<file path="src/rtl/ee_rd_pkg.sv">
package ee_rd_pkg;

  typedef enum logic [2:0] {
    ST_IDLE = 3'd0,
    ST_SEL  = 3'd1,
    ST_CMD  = 3'd2,
    ST_DATA = 3'd3,
    ST_TERM = 3'd4
  } rd_state_e;

  // start bit followed by the two-bit read opcode, sent ahead of the address
  localparam logic [2:0] RD_PREFIX = 3'b110;

endpackage

</file>
<file path="src/rtl/ee_rst_sync.sv">
module ee_rst_sync (
  input  logic clk,
  input  logic rst_n_a,
  output logic rst_n_s
);

  logic meta_q;

  always_ff @(posedge clk or negedge rst_n_a) begin
    if (!rst_n_a) begin
      meta_q  <= 1'b0;
      rst_n_s <= 1'b0;
    end else begin
      meta_q  <= 1'b1;
      rst_n_s <= meta_q;
    end
  end

endmodule

</file>
<file path="src/rtl/ee_half_timer.sv">
module ee_half_timer #(
  parameter int unsigned HALF_CLKS = 4000
) (
  input  logic clk,
  input  logic rst_n,
  input  logic run,
  output logic tick
);

  localparam int unsigned CW = (HALF_CLKS > 1) ? $clog2(HALF_CLKS) : 1;
  localparam logic [CW-1:0] LAST = CW'(HALF_CLKS - 1);

  logic [CW-1:0] cnt_q, cnt_d;

  always_comb begin
    cnt_d = cnt_q;
    if (!run)               cnt_d = '0;
    else if (cnt_q == LAST) cnt_d = '0;
    else                    cnt_d = cnt_q + 1'b1;
  end

  assign tick = run && (cnt_q == LAST);

  always_ff @(posedge clk or negedge rst_n) begin
    if (!rst_n) cnt_q <= '0;
    else        cnt_q <= cnt_d;
  end

  generate
    if (HALF_CLKS > 1) begin : g_spacing
      AST_TICK_SPACED: assert property (@(posedge clk) disable iff (!rst_n)
        tick |=> !tick);
    end
  endgenerate

endmodule

</file>
<file path="src/rtl/ee_shift_unit.sv">
module ee_shift_unit #(
  parameter int unsigned CMD_W  = 9,
  parameter int unsigned DATA_W = 16
) (
  input  logic              clk,
  input  logic              rst_n,
  input  logic              load,
  input  logic [CMD_W-1:0]  cmd_in,
  input  logic              shift_cmd,
  input  logic              capture,
  input  logic              sdo,
  output logic              di_o,
  output logic [DATA_W-1:0] data_o
);

  logic [CMD_W-1:0]  cmd_q, cmd_d;
  logic [DATA_W-1:0] dat_q, dat_d;

  always_comb begin
    cmd_d = cmd_q;
    dat_d = dat_q;
    if (load)           cmd_d = cmd_in;
    else if (shift_cmd) cmd_d = {cmd_q[CMD_W-2:0], 1'b0};
    if (capture)        dat_d = {dat_q[DATA_W-2:0], sdo};
  end

  always_ff @(posedge clk or negedge rst_n) begin
    if (!rst_n) begin
      cmd_q <= '0;
      dat_q <= '0;
    end else begin
      cmd_q <= cmd_d;
      dat_q <= dat_d;
    end
  end

  assign di_o   = cmd_q[CMD_W-1];
  assign data_o = dat_q;

  AST_LOAD_ALONE: assert property (@(posedge clk) disable iff (!rst_n)
    load |-> !(shift_cmd || capture));

endmodule

</file>
<file path="src/rtl/ee_word_reader.sv">
module ee_word_reader
  import ee_rd_pkg::*;
#(
  parameter int unsigned HALF_CLKS = 4000,
  parameter int unsigned ADDR_W    = 6,
  parameter int unsigned DATA_W    = 16
) (
  input  logic              clk,
  input  logic              rst_n,
  input  logic              start_i,
  input  logic [ADDR_W-1:0] addr_i,
  output logic              ee_cs_o,
  output logic              ee_sk_o,
  output logic              ee_di_o,
  input  logic              ee_do_i,
  output logic              busy_o,
  output logic              done_o,
  output logic [DATA_W-1:0] word_o
);

  localparam int unsigned CMD_W    = ADDR_W + 3;
  localparam int unsigned MAX_BITS = (CMD_W > DATA_W) ? CMD_W : DATA_W;
  localparam int unsigned BC_W     = $clog2(MAX_BITS);
  localparam logic [BC_W-1:0] CMD_LAST  = BC_W'(CMD_W - 1);
  localparam logic [BC_W-1:0] DATA_LAST = BC_W'(DATA_W - 1);

  logic rst_s;
  ee_rst_sync u_rst (.clk(clk), .rst_n_a(rst_n), .rst_n_s(rst_s));

  rd_state_e         state_q, state_d;
  logic              hi_q, hi_d;
  logic [BC_W-1:0]   bit_q, bit_d;
  logic              cs_q, cs_d, sk_q, sk_d, busy_q, busy_d, done_q, done_d;
  logic [DATA_W-1:0] word_q, word_d;
  logic              tick, load, shift_cmd, capture, di_w;
  logic [DATA_W-1:0] data_w;
  logic              run;

  assign run = (state_q != ST_IDLE);

  ee_half_timer #(.HALF_CLKS(HALF_CLKS)) u_timer (
    .clk(clk), .rst_n(rst_s), .run(run), .tick(tick)
  );

  ee_shift_unit #(.CMD_W(CMD_W), .DATA_W(DATA_W)) u_shift (
    .clk(clk), .rst_n(rst_s), .load(load), .cmd_in({RD_PREFIX, addr_i}),
    .shift_cmd(shift_cmd), .capture(capture), .sdo(ee_do_i),
    .di_o(di_w), .data_o(data_w)
  );

  // next-state process
  always_comb begin
    state_d   = state_q;
    hi_d      = hi_q;
    bit_d     = bit_q;
    done_d    = 1'b0;
    word_d    = word_q;
    load      = 1'b0;
    shift_cmd = 1'b0;
    capture   = 1'b0;
    unique case (state_q)
      ST_IDLE: begin
        hi_d  = 1'b0;
        bit_d = '0;
        if (start_i) begin
          state_d = ST_SEL;
          load    = 1'b1;
        end
      end
      ST_SEL: if (tick) begin
        state_d = ST_CMD;
        hi_d    = 1'b1;
        bit_d   = '0;
      end
      ST_CMD: if (tick) begin
        if (hi_q) begin
          hi_d      = 1'b0;
          shift_cmd = 1'b1;
        end else if (bit_q == CMD_LAST) begin
          state_d = ST_DATA;
          hi_d    = 1'b1;
          bit_d   = '0;
        end else begin
          hi_d  = 1'b1;
          bit_d = bit_q + 1'b1;
        end
      end
      ST_DATA: if (tick) begin
        if (hi_q) begin
          hi_d    = 1'b0;
          capture = 1'b1;
        end else if (bit_q == DATA_LAST) begin
          state_d = ST_TERM;
          hi_d    = 1'b1;
          bit_d   = '0;
        end else begin
          hi_d  = 1'b1;
          bit_d = bit_q + 1'b1;
        end
      end
      ST_TERM: if (tick) begin
        if (hi_q) begin
          hi_d = 1'b0;
        end else begin
          state_d = ST_IDLE;
          done_d  = 1'b1;
          word_d  = data_w;
        end
      end
      default: state_d = ST_IDLE;
    endcase
    cs_d   = (state_d == ST_SEL) || (state_d == ST_CMD) || (state_d == ST_DATA);
    sk_d   = hi_d && (state_d != ST_IDLE) && (state_d != ST_SEL);
    busy_d = (state_d != ST_IDLE);
  end

  // register process
  always_ff @(posedge clk or negedge rst_s) begin
    if (!rst_s) begin
      state_q <= ST_IDLE;
      hi_q    <= 1'b0;
      bit_q   <= '0;
      cs_q    <= 1'b0;
      sk_q    <= 1'b0;
      busy_q  <= 1'b0;
      done_q  <= 1'b0;
      word_q  <= '0;
    end else begin
      state_q <= state_d;
      hi_q    <= hi_d;
      bit_q   <= bit_d;
      cs_q    <= cs_d;
      sk_q    <= sk_d;
      busy_q  <= busy_d;
      done_q  <= done_d;
      if (done_d) word_q <= word_d;
    end
  end

  assign ee_cs_o = cs_q;
  assign ee_sk_o = sk_q;
  assign ee_di_o = di_w;
  assign busy_o  = busy_q;
  assign done_o  = done_q;
  assign word_o  = word_q;

  AST_DONE_ONE_CYCLE: assert property (@(posedge clk) disable iff (!rst_s)
    done_q |=> !done_q);
  AST_DONE_NOT_BUSY: assert property (@(posedge clk) disable iff (!rst_s)
    done_q |-> !busy_q);
  AST_DI_STILL_HIGH: assert property (@(posedge clk) disable iff (!rst_s)
    (sk_q && $past(sk_q)) |-> $stable(di_w));
  AST_TERM_CS_LOW: assert property (@(posedge clk) disable iff (!rst_s)
    (state_q == ST_TERM) |-> !cs_q);
  AST_SK_IN_TXN: assert property (@(posedge clk) disable iff (!rst_s)
    sk_q |-> busy_q);
  AST_WORD_HOLD: assert property (@(posedge clk) disable iff (!rst_s)
    !done_q |-> $stable(word_q));
  AST_START_IGNORED: assert property (@(posedge clk) disable iff (!rst_s)
    (busy_q && start_i) |=> (busy_q || done_q));

endmodule

</file>
<file path="config.mk">
export PLATFORM = sky130hd
export DESIGN_NAME = ee_word_reader
export DESIGN_NICKNAME = d
export VERILOG_FILES = /design/src/rtl/ee_rd_pkg.sv /design/src/rtl/ee_rst_sync.sv /design/src/rtl/ee_half_timer.sv /design/src/rtl/ee_shift_unit.sv /design/src/rtl/ee_word_reader.sv
export SDC_FILE = /design/constraint.sdc
export NUM_CORES = 1
export LEC_CHECK = 0
export BUFFER_PORTS_ARGS = -buffer_cell sky130_fd_sc_hd__buf_2
export CAP_MARGIN = 20
export CELL_PAD_IN_SITES_DETAIL_PLACEMENT = 1
export CELL_PAD_IN_SITES_GLOBAL_PLACEMENT = 2
export CORE_ASPECT_RATIO = 1.5
export CORE_MARGIN = 3
export CORE_UTILIZATION = 40
export CTS_BUF_LIST = sky130_fd_sc_hd__clkbuf_4
export CTS_CLUSTER_DIAMETER = 80
export CTS_CLUSTER_SIZE = 40
export DETAILED_ROUTE_END_ITERATION = 12
export PLACE_DENSITY = 0.77
export SKIP_LAST_GASP = 1
export SLEW_MARGIN = 20
export SYNTH_ARGS = -nofsm -noshare
export SYNTH_HDL_FRONTEND = slang
export SYNTH_HIERARCHICAL = 1
export SYNTH_SLANG_ARGS = --single-unit
</file>
<file path="constraint.sdc">
create_clock -name clk -period 2.29 [get_ports clk]
set_input_delay 0.3435 -clock clk [delete_from_list [all_inputs] [get_ports clk]]
set_output_delay 0.3435 -clock clk [all_outputs]
set_load 0.01 [all_outputs]
</file>
==> results of run 1 <==
-- routing by layer --
layer | vias up | wire, um | GRT usage
met3 | 10 | 191 | 0.0368
met1 | 1011 | 2480 | 0.168
met2 | 30 | 3440 | 0.264
met4 | 0 | 155 | 0.0860
met5 | - | 0 | 0
li1 | 974 | - | -
-- cells in the mapped netlist, types with 4 or more instances --
master / instances / area share
a21oi_1: 4 / 0.0063
mux2_4: 20 / 0.094
nor2_1: 16 / 0.019
ha_1: 7 / 0.027
xnor2_1: 5 / 0.014
o21ai_0: 13 / 0.020
mux2_2: 12 / 0.042
xor2_1: 4 / 0.011
nand2_1: 19 / 0.022
inv_1: 9 / 0.011
mux2i_1: 9 / 0.028
buf_6: 4 / 0.014
nand3_1: 7 / 0.011
dfrtp_1: 67 / 0.53
-- state kept, by name, summed over array words and instances (netlist names), 3 cells and up --
signal          cells
u_shift/data_o     16
word_o             16
u_timer/cnt_q      12
state_q             3
bit_q               4
u_shift/cmd_q       9
-- timing repair --
action	CTS	global route
hold endpoints to repair	2	0
pin swaps	1	6
cloned	0	2
setup buffers	2	4
hold buffers	1	0
setup endpoints to repair	6	41
resized for setup	0	15
-- area by class of cell --
cell class              instances  area (um^2)  area share
clock buffers                   9         67.6      0.0176
flip-flops and latches         67         1680       0.437
inverters                      10         37.5     0.00978
clock inverters                 7          106      0.0277
well taps                     102          128      0.0333
multi-input cells             164         1410       0.368
repair buffers                 56          407       0.106
-- logic make-up (layout without fill, tap and decap cells) --
| group | Yosys count | count (layout) | share of synthesized area |
|---|---|---|---|
| and+or+nand+nor | 75 | 75 | 0.150 |
| buffers and inverters | 20 | 82 | 0.0444 |
| xor gates and xnor gates | 9 | 9 | 0.0247 |
| other | 3 | 4 | 0.00353 |
| DFF | 67 | 67 | 0.526 |
| adders and majority gates | 7 | 7 | 0.0275 |
| AOI/OAI and AO/OA | 28 | 28 | 0.0585 |
| muxes | 41 | 41 | 0.165 |
-- report_power, final --
group | total, mW | internal [mW] | switching [mW]
Clock | 0.968 | 0.540 | 0.427
Combinational | 0.0278 | 0.00872 | 0.0190
Sequential | 1.19 | 1.18 | 0.00714
Total | 2.19 | 1.73 | 0.453
-- through the flow --
| step | worst slack [ns] | TNS (ns) |
|---|---|---|
| 6_report | 0.0223 | 0 |
| 5_1_grt | -0.0956 | -1.21 |
| 4_1_cts | 0.0228 | 0 |
| 3_5_place_dp | -0.0216 | -0.0673 |
| 3_3_place_gp | 0.0727 | 0 |
| 2_1_floorplan | 0.00194 | 0 |
-- critical path, delay by kind of cell, from the launching register on --
| kind | cells | cell delay, ns |
|---|---|---|
| DFF | 1 | 0.39 |
| adders and majority gates | 2 | 0.38 |
| muxes | 1 | 0.33 |
| buffers and inverters | 1 | 0.14 |
| and+or+nand+nor | 4 | 0.93 |
-- final timing paths --
path | from | slack (ns) | depth (start not counted) | endpoint
worst max-delay path | u_timer/cnt_q[1] | 0.02 | 8 | word_o[13]
worst min-delay path | addr_i[2] | 0.13 | 3 | u_shift/cmd_q[2]
worst max register to register | u_timer/cnt_q[1] | 0.02 | 8 | word_o[13]
worst min register to register | u_rst/rst_n_s | 0.22 | 0 | word_o[10]
max in group asynchronous | u_rst/rst_n_s | 1.37 | 1 | u_shift/cmd_q[6]
min in group asynchronous | rst_n | 0.22 | 2 | u_rst/rst_n_s
==> run summary, run 1 <==
The logs give 1.75 nW for the leakage power total and 6.27 mm for the total routed wirelength. The slew at the pin closest to its max-slew limit was 0.514 ns; the maximum fanout count along the critical path was 9. The H-tree was split into 3 levels.

The initial antenna violation count was 0. In this run, synthesis produced a sequential element count of 67. In the synthesized netlist the dominant register cell turns out to be dfrtp_1.

The worst setup path is captured at a flop. Setup violations remaining at the end of the flow were counted as 0. The tools report the number of hold violations in the final report as 0. VDD sags by at most 0.000292 V. For the number of design rule violations left after detail routing, the log shows 0. The worst setup path is launched from a flop. For this run the aggregate overflow at the end of global routing stands at 0. The run gives 0.43 ns as the insertion delay of the later-clocked pin in the worst-skew pair. The kind of path behind the tightest hold check was in2reg. For the number of distinct library cells after synthesis, the log shows 55.

Using the TritonRoute via totals, the vias-per-cell ratio works out to 4.88. For the core utilization of the finished layout, the log shows 0.501. The run gives 0.526 as the portion of the post-synthesis area used by sequential elements. The layout has 828 filler cells. The finished layout holds 415 standard cells, fillers aside. The number of clock buffers inserted by TritonCTS was 9. The signal on the critical path passes through ha_2 -> nand4_1 -> nor3_4 -> and4_4 -> ha_2 -> and4_4 -> buf_12 -> mux2_2. The clock arrives with 0.00838 ns of skew. The type of the worst setup path is reg2reg. Data on the critical path arrives at its endpoint at 2.60 ns. The share of synthesized registers carrying an async set or reset is 1.00. The library cell used most frequently in the layout, excluding fill and tap cells, is dfrtp_1. The tools report the count of final max-slew check failures as 0.

TritonCTS built the clock tree. The library cell used as clock root buffer is clkbuf_4. The detailed router finished its first iteration with 48 violations. Once placement completed, the tool counted placed cells totaling 390. The final net count was 325.

The first-pass GRT wire length was 10.6 mm; the ratio of total power to cell area was 570 mW/mm^2. The largest single stage delay on the critical path is 0.39 ns. In this run the tool buffered the top-level ports with 30 buffer cells. The run gives 0.416 as the starting density of the core. Fraction of final layout cells sized beyond drive strength 1: 0.412. In the final routed layout, each cell accounts on average for 15.1 um. In this run the cell area measured after placement is 0.00351 mm^2.

The worst slew slack as a fraction of its limit was 0.657. Detailed placement finished with a half-perimeter wire length of 4.51 mm. After routing the design area is 0.00384 mm^2. Setup repair after global routing could not meet its margin everywhere. The number of flops mapped to enable cells by yosys is 0, and the global-route usage over all layers is 0.152. Entering global routing, the biggest net connects 25 pins. The maximum achievable frequency is 0.441 GHz. The logs give 0.00909 mm^2 for the overall die area and 0.126 ns for the smallest hold slack. The via count of the first global-routing pass is 2193. The run gives 2 as the maximum clock insertion buffer count.

After floorplanning, the core was divided into 39 placement rows. The floorplan step set the die height to 115 um. The run gives 4 as the detailed-routing iteration count for the pre-antenna-repair pass. The completed layout was analyzed and its total power is 2.19 mW. The share of the clock period used by the worst path came out at 0.990. The die extent in x came out at 78.9 um. Routability-driven placement finished with a final weighted congestion of 0.769. The number of clock sinks seen by CTS came out at 67. Once detail routing completed, the nets flagged for antenna violations numbered 0. The cell count after synthesis came out at 250.

The clock transition time at the flip-flop clock pins of the worst setup and hold paths came out at 0.11 ns. The number of warning messages in the yosys log is 6. The time the worst path needs with I/O delays and setup is 2.27 ns, and the routed via count is 2025. The library cells used most frequently in the layout, excluding fill and tap cells, are dfrtp_1 (66), buf_2 (30), mux2_4 (20), buf_4 (20), nand2_1 (18). In this run the mean area of a mapped cell was 12.7 um^2. Summing every instance area after synthesis gives 0.00319 mm^2. The area inside the core boundary came out at 0.00766 mm^2. The slowest stage of the critical path belongs to the cell dfrtp_1.

The total inserted antenna cells came out at 0. The flow ran to the end, and the final reports show no timing, DRC or antenna violations. The signed area change from the synthesized netlist to the final layout works out to 20.4%. Across the run, the number of max-cap violations was 0. The run gives 2.62 ns as the critical path required time.

For the count of boundary I/O pins, the log shows 31.
Note: power is estimated with default switching activity, not from simulation.
==> run 2, diff against run 1 <==
Settings changed: REMOVE_ABC_BUFFERS from default to 1.
==> run 2 against run 1 <==
- critical path depth stayed put
- sequential cell count stayed put
- cell area is 2.7% lower
- critical path type unchanged
==> run summary, run 2 (synthesis gave the netlist of run 1 again) <==
The run finished with clean final reports. The type of the worst setup path is reg2reg. The critical path crosses 8 cells after its start point. Along the worst path, the maximum fanout reaches 7. The tools report the leakage power total as 1.72 nW.

Library cell used as clock root buffer: clkbuf_4. Once layout is done, the placed cells without fillers occupy 0.00373 mm^2. The total overflow left after global routing is 0. After detailed routing, the number of remaining DRC violations is 0. For the number of max-cap violations, the log shows 0. The maximum number of pins on one net before global-route repair is 41. Relative to the synthesized area, the layout overhead comes to 17.2%. For this run, the post-layout net count is 321. The arrival time of the worst setup path is 2.55 ns, and the count of boundary I/O pins is 31.

No sink is reached through more buffers than the 2 on the longest clock path. The share of the clock period used by the worst path is 0.972. Post-place instance area: 0.00351 mm^2.

Tracing the worst setup path back leads to its startpoint at u_timer/cnt_q[0]. Most prevalent standard cell on the critical path: and4_4. The top cell types in the final layout, fill and taps aside, are dfrtp_1 (66), buf_2 (30), mux2_4 (20), nand2_1 (19).

The routed via count came out at 2015. TritonCTS built the clock tree. The met3 usage was 0.0415; the overall die height was 115 um. Nature of the critical path startpoint: a flop. Clock skew on the completed layout was measured at 0.0140 ns. IR analysis of the VDD net gives a maximum drop of 0.000340 V.

Time the worst path needs with I/O delays and setup: 2.23 ns. The run gives 2210 as the via count of the first global-routing pass. The fraction of final layout cells sized beyond drive strength 1 is 0.398, and the combinational share of power is 0.013. Setup violations remaining at the end of the flow were counted as 0. The cell family contributing the most delay on the critical path is simple AND/OR/NAND/NOR gates. In this run the critical register-to-register path is launched from u_timer/cnt_q[0].

The most common cell after layout, fill and taps aside is dfrtp_1. The slowest stage of the critical path belongs to the cell dfrtp_1. The post-detailed-route via-to-cell ratio came out at 4.90. The kind of path behind the tightest hold check was in2reg. Global-route usage over all layers: 0.157. Kind of end point of the critical path: a flop. Die extent in x: 78.9 um. Counting cells, the worst reg-to-reg path comes to 8. The switching share of total power was 0.242. For this block, the initial DRC count from the detailed router was 70.

The floorplan step defined a die boundary enclosing 0.00909 mm^2. The routing usage on met1 was 0.179; the count of final max-slew check failures was 0. The register-to-register setup slack was 0.06 ns. In this run the most used layer during global routing was met2.

For the met2 layer usage reported by global route, the log shows 0.276. Dividing total power by cell area gives a power density of 542 mW/mm^2. The number of hold violations in the final report is 0. The later pin in the worst-skew pair is clocked with a latency of 0.43 ns.

The detailed placer's ending HPWL came out at 4.39 mm. Setup repair after global routing could not meet its margin everywhere. The number of clock buffers inserted by TritonCTS is 9. For the switching component of the power, the log shows 491 uW.

Launch point of the worst hold path: addr_i[3]. In this run the worst setup path terminates at word_o[8]. The clock transition time at the flip-flop clock pins of the worst setup and hold paths was 0.12 ns; the total inserted antenna cells was 0. The initial antenna violation count came out at 0. Internal power comes to 1.53 mW. The logs give 0.00766 mm^2 for the area inside the core boundary and 4 for the detailed-routing iteration count for the pre-antenna-repair pass. The starting density of the core is 0.416, and the maximum achievable frequency is 0.449 GHz. Routability-driven placement finished with a final weighted congestion of 0.732. The run gives 67 as the number of clock sinks seen by CTS. For the power share of the clock group, the log shows 0.397. The largest single stage delay on the critical path is 0.42 ns.

The final layout contains routed wiring with a total length of 6.27 mm. The remaining number of nets flagged by the antenna check after routing is 0, and the count of buffering cells on the critical path with inverters included is 1. The average wire length per cell after detail routing was 15.3 um.

The endpoint identified for the worst register-to-register timing path is word_o[8]. The critical path goes through ha_2 -> nand4_1 -> nor3_2 -> and4_4 -> ha_1 -> and4_4 -> buf_12 -> mux2_2. The share of total power in sequential cells is 0.589, and the CTS H-tree depth is 3. The tightest hold path in the finished design has a slack of 0.132 ns. In this run the tool buffered the top-level ports with 30 buffer cells. The slew at the pin closest to its max-slew limit came out at 0.593 ns. At the worst endpoint, the required time is 2.61 ns. The worst slew slack as a fraction of its limit is 0.605, and the number of standard-cell rows in the floorplan is 39. The first global-routing pass estimated 10.9 mm of wire.
-- run 2: stage by stage --
step           utilization  setup WS, ns  power, mW  instances  TNS [ns]
3_5_place_dp         0.458        0.0196       1.24        389         0
6_report             0.487        0.0632       2.03        411         0
5_1_grt              0.487       -0.0933       2.14        411    -0.466
3_3_place_gp         0.458         0.121       1.24        389         0
2_1_floorplan            -        -0.258       1.22        241     -4.80
4_1_cts              0.484        0.0328       2.07        409         0
-- run 2: layout make-up --
class                      instances  area, um^2
sequential                        67        1680
multi-input combinational        164        1380
clock inverter                     7        75.1
inverter                          10        37.5
clock buffer                       9        67.6
timing repair buffer              52         372
fill                             851        3930
tap                              102         128
-- run 2: per-layer routing --
layer / up-vias / part of all wire
li1: 967 / -
met2: 25 / 0.54
met1: 1013 / 0.40
met5: - / 0
met3: 10 / 0.035
met4: 0 / 0.020
-- run 2: what timing repair did --
item                       CTS  global route
buffers inserted             3             2
gates resized for setup      0             4
pin swaps                    1             0
setup endpoints to repair    2            41
hold endpoints to repair     2             0
hold buffers                 1             0
-- run 2: power by group through the flow --
| stage | clock network (mW) | logic, mW | registers (mW) |
|---|---|---|---|
| after floorplan | 0 | 0.000749 | 1.22 |
| after global placement | 0 | 0.0267 | 1.22 |
| after detailed placement | 0 | 0.0276 | 1.22 |
| after CTS | 0.847 | 0.0287 | 1.19 |
| after global routing | 0.909 | 0.0328 | 1.20 |
| final | 0.805 | 0.0272 | 1.19 |
-- run 2: tightest hold or removal path: stages --
cell and delay [ns]:
buf_2 0.07, nand2_1 0.04, o21ai_0 0.06
-- run 2: how the worst min path moves through the flow --
| stage | depth (start not counted) | slack, ns | end |
|---|---|---|---|
| 2_1_floorplan | 0 | 0.05 | u_rst/meta_q |
| 5_1_grt | 2 | 0.11 | u_shift/data_o[0] |
| 3_5_place_dp | 1 | 0.13 | u_rst/meta_q |
| 4_1_cts | 3 | 0.1 | u_shift/cmd_q[3] |
| 3_3_place_gp | 1 | 0.13 | u_rst/meta_q |
| 6_report | 3 | 0.13 | u_shift/cmd_q[3] |
==> run 3, diff against run 2 <==
Settings changed: GPL_TIMING_DRIVEN from default to 0, PLACE_DENSITY 0.77 to 0.78.
==> run 3 against run 2 <==
- final cell count decreased by 1.9%
- non-clock buffer count decreased by 8
- clock-buffer cell count unchanged
- sequential share of layout area increased by 0.10 points
- worst hold slack got worse by 0.0090 ns
- setup slack improved by 0.028 ns
- clock skew increased by 0.0022 ns
- routed wire length decreased by 5.0%
- critical path depth unchanged
- fmax increased by 1.3%
- die area unchanged
- largest power group unchanged
==> run summary, run 3 (synthesis gave the netlist of run 1 again) <==
Hold is met by 0.123 ns. In the final routed layout, each cell accounts on average for 14.8 um. For this run, the post-layout net count is 313. Starting density of the core: 0.416. After detailed routing, the number of vias per cell comes to 5.01.

Entering global routing, the biggest net connects 48 pins. Once placement completed, the tool counted placed cells totaling 374. Clock tree synthesis selected as its root buffer the cell clkbuf_4.

The library cell used most frequently in the layout, excluding fill and tap cells, is dfrtp_1. The share of the clock period used by the worst path is 0.960. TritonCTS built the clock tree. The first-pass GRT wire length came out at 10.5 mm. STA puts the critical path data required time at 2.62 ns. The detailed router's first-iteration violation count is 87.

The CTS H-tree depth is 3, and the die extent in x is 78.9 um. Number of design rule violations left after detail routing: 0. The run gives 1.70 nW as the leakage power total.

The kind of end point of the critical path was a flop. Based on the critical path, the design can be clocked at up to 0.455 GHz. For the pin with the worst max-slew slack, the measured transition is 0.536 ns. The total overflow left after global routing is 0. The HPWL after detailed placement is 4.08 mm. The run gives 0.151 as the global-route usage over all layers. The number of setup violations in the final report came out at 0. Clock skew on the completed layout was measured at 0.0161 ns. The tree built by TritonCTS fans out to 67 sinks.

The number of clock buffers inserted by TritonCTS is 9. The tools report the overall die area as 0.00909 mm^2. The floorplan has 39 rows.

The count of final max-slew check failures was 0. The number of hold violations in the final report is 0. Relative to the synthesized area, the layout overhead comes to 17.2%. At the later pin of the worst-skew pair, clock insertion delay measures 0.43 ns. Type of the worst setup path: reg2reg. The flow ran to the end, and the final reports show no timing, DRC or antenna violations. The worst-case IR drop observed on VDD is 0.000390 V.

In this run the deepest clock path goes through 2 buffers. The fraction of final layout cells sized beyond drive strength 1 works out to 0.390. The time the worst path needs with I/O delays and setup was 2.20 ns. For this design the ratio of total power to cell area is 563 mW/mm^2. Clock transition time at the flip-flop clock pins of the worst setup and hold paths: 0.12 ns.

In this run the vertical extent of the chip is 115 um. In this run the standard cell core region covers 0.00766 mm^2. The port buffer count was 30; the detailed-routing iteration count for the pre-antenna-repair pass was 4. In this run the remaining antenna-violating nets after routing total 0.

The tools report the nature of the critical path startpoint as a flop. For the worst setup path, the data arrival time is 2.53 ns. For the worst slew slack as a fraction of its limit, the log shows 0.642. Counting the fill cells in the layout gives 821. For the number of max-cap violations, the log shows 0. Summing all multi-input logic gate instances after layout gives 0.00140 mm^2. After the flow finishes, the layout carries non-filler instances totaling 403.

The path class of the tightest hold or removal check is in2reg. Registers take 0.00168 mm^2. Detailed routing inserted a total of 2019 vias. Total routed wirelength: 5.96 mm.

The initial antenna violation count is 1. Of all nets on the critical path, the largest fanout is 10. The routability congestion estimate is 0.723, and the count of boundary I/O pins is 31.

The run gives 2157 as the via count of the first global-routing pass. In the layout the commonest cells are dfrtp_1 (65), buf_2 (30), mux2_4 (20), nand2_1 (19), nor2_1 (15).
## run 3: repair_timing
item	4_1_cts	5_1_grt
gates resized for setup	8	1
hold buffers	1	0
endpoints found under the setup margin	45	36
buffers inserted	6	6
endpoints found under the hold margin	2	0
pin swaps	3	3
## run 3: power by group
part | internal [mW] | switching (mW) | total [mW]
Sequential | 1.18 | 0.00740 | 1.19
Clock | 0.440 | 0.437 | 0.877
Combinational | 0.0114 | 0.0197 | 0.0310
## run 3: layout make-up
cell class	count	area share
sequential	67	0.450
multi-input combinational	164	0.375
clock buffer	9	0.0181
timing repair buffer	44	0.0878
clock inverter	6	0.0241
tap	102	0.0342
antenna	1	0.000670
inverter	10	0.0101
## run 3: worst max-delay path, cell delays in order (launching register included)
cell	delay, ns
dfrtp_1	0.42
ha_4	0.17
nand4_1	0.14
nor3_2	0.17
and4_4	0.29
ha_1	0.16
and4_4	0.27
buf_12	0.16
mux2_2	0.33
## run 3: worst paths after layout
kind                            cells past startpoint  slack, ns          endpoint             start
worst max-delay path                                8       0.09         word_o[8]  u_timer/cnt_q[1]
worst min-delay path                                3       0.12  u_shift/cmd_q[0]         addr_i[0]
worst max register to register                      8       0.09         word_o[8]  u_timer/cnt_q[1]
worst min register to register                      0       0.21         word_o[4]     u_rst/rst_n_s
max in group asynchronous                           1       1.53        state_q[0]     u_rst/rst_n_s
min in group asynchronous                           0       0.21         word_o[4]     u_rst/rst_n_s
## run 3: layer usage
| metal | vias up | part of all wire | global-route usage |
|---|---|---|---|
| met3 | 11 | 0.033 | 0.0384 |
| li1 | 960 | - | - |
| met4 | 0 | 0.029 | 0.0917 |
| met5 | - | 0 | 0 |
| met2 | 26 | 0.53 | 0.255 |
| met1 | 1022 | 0.41 | 0.170 |
## run 3: through the flow
| step | util | power (mW) | TNS, ns | instance area (um^2) | worst slack (ns) |
|---|---|---|---|---|---|
| 6_report | 0.487 | 2.10 | 0 | 3730 | 0.0907 |
| 3_3_place_gp | 0.439 | 1.24 | -53.11 | 3360 | -0.660 |
| 5_1_grt | 0.487 | 2.20 | -0.00247 | 3730 | -0.00247 |
| 3_5_place_dp | 0.443 | 1.25 | -21.17 | 3390 | -0.682 |
| 4_1_cts | 0.478 | 2.13 | 0 | 3660 | 0.0241 |
| 2_1_floorplan | - | 1.22 | -4.80 | 3090 | -0.258 |
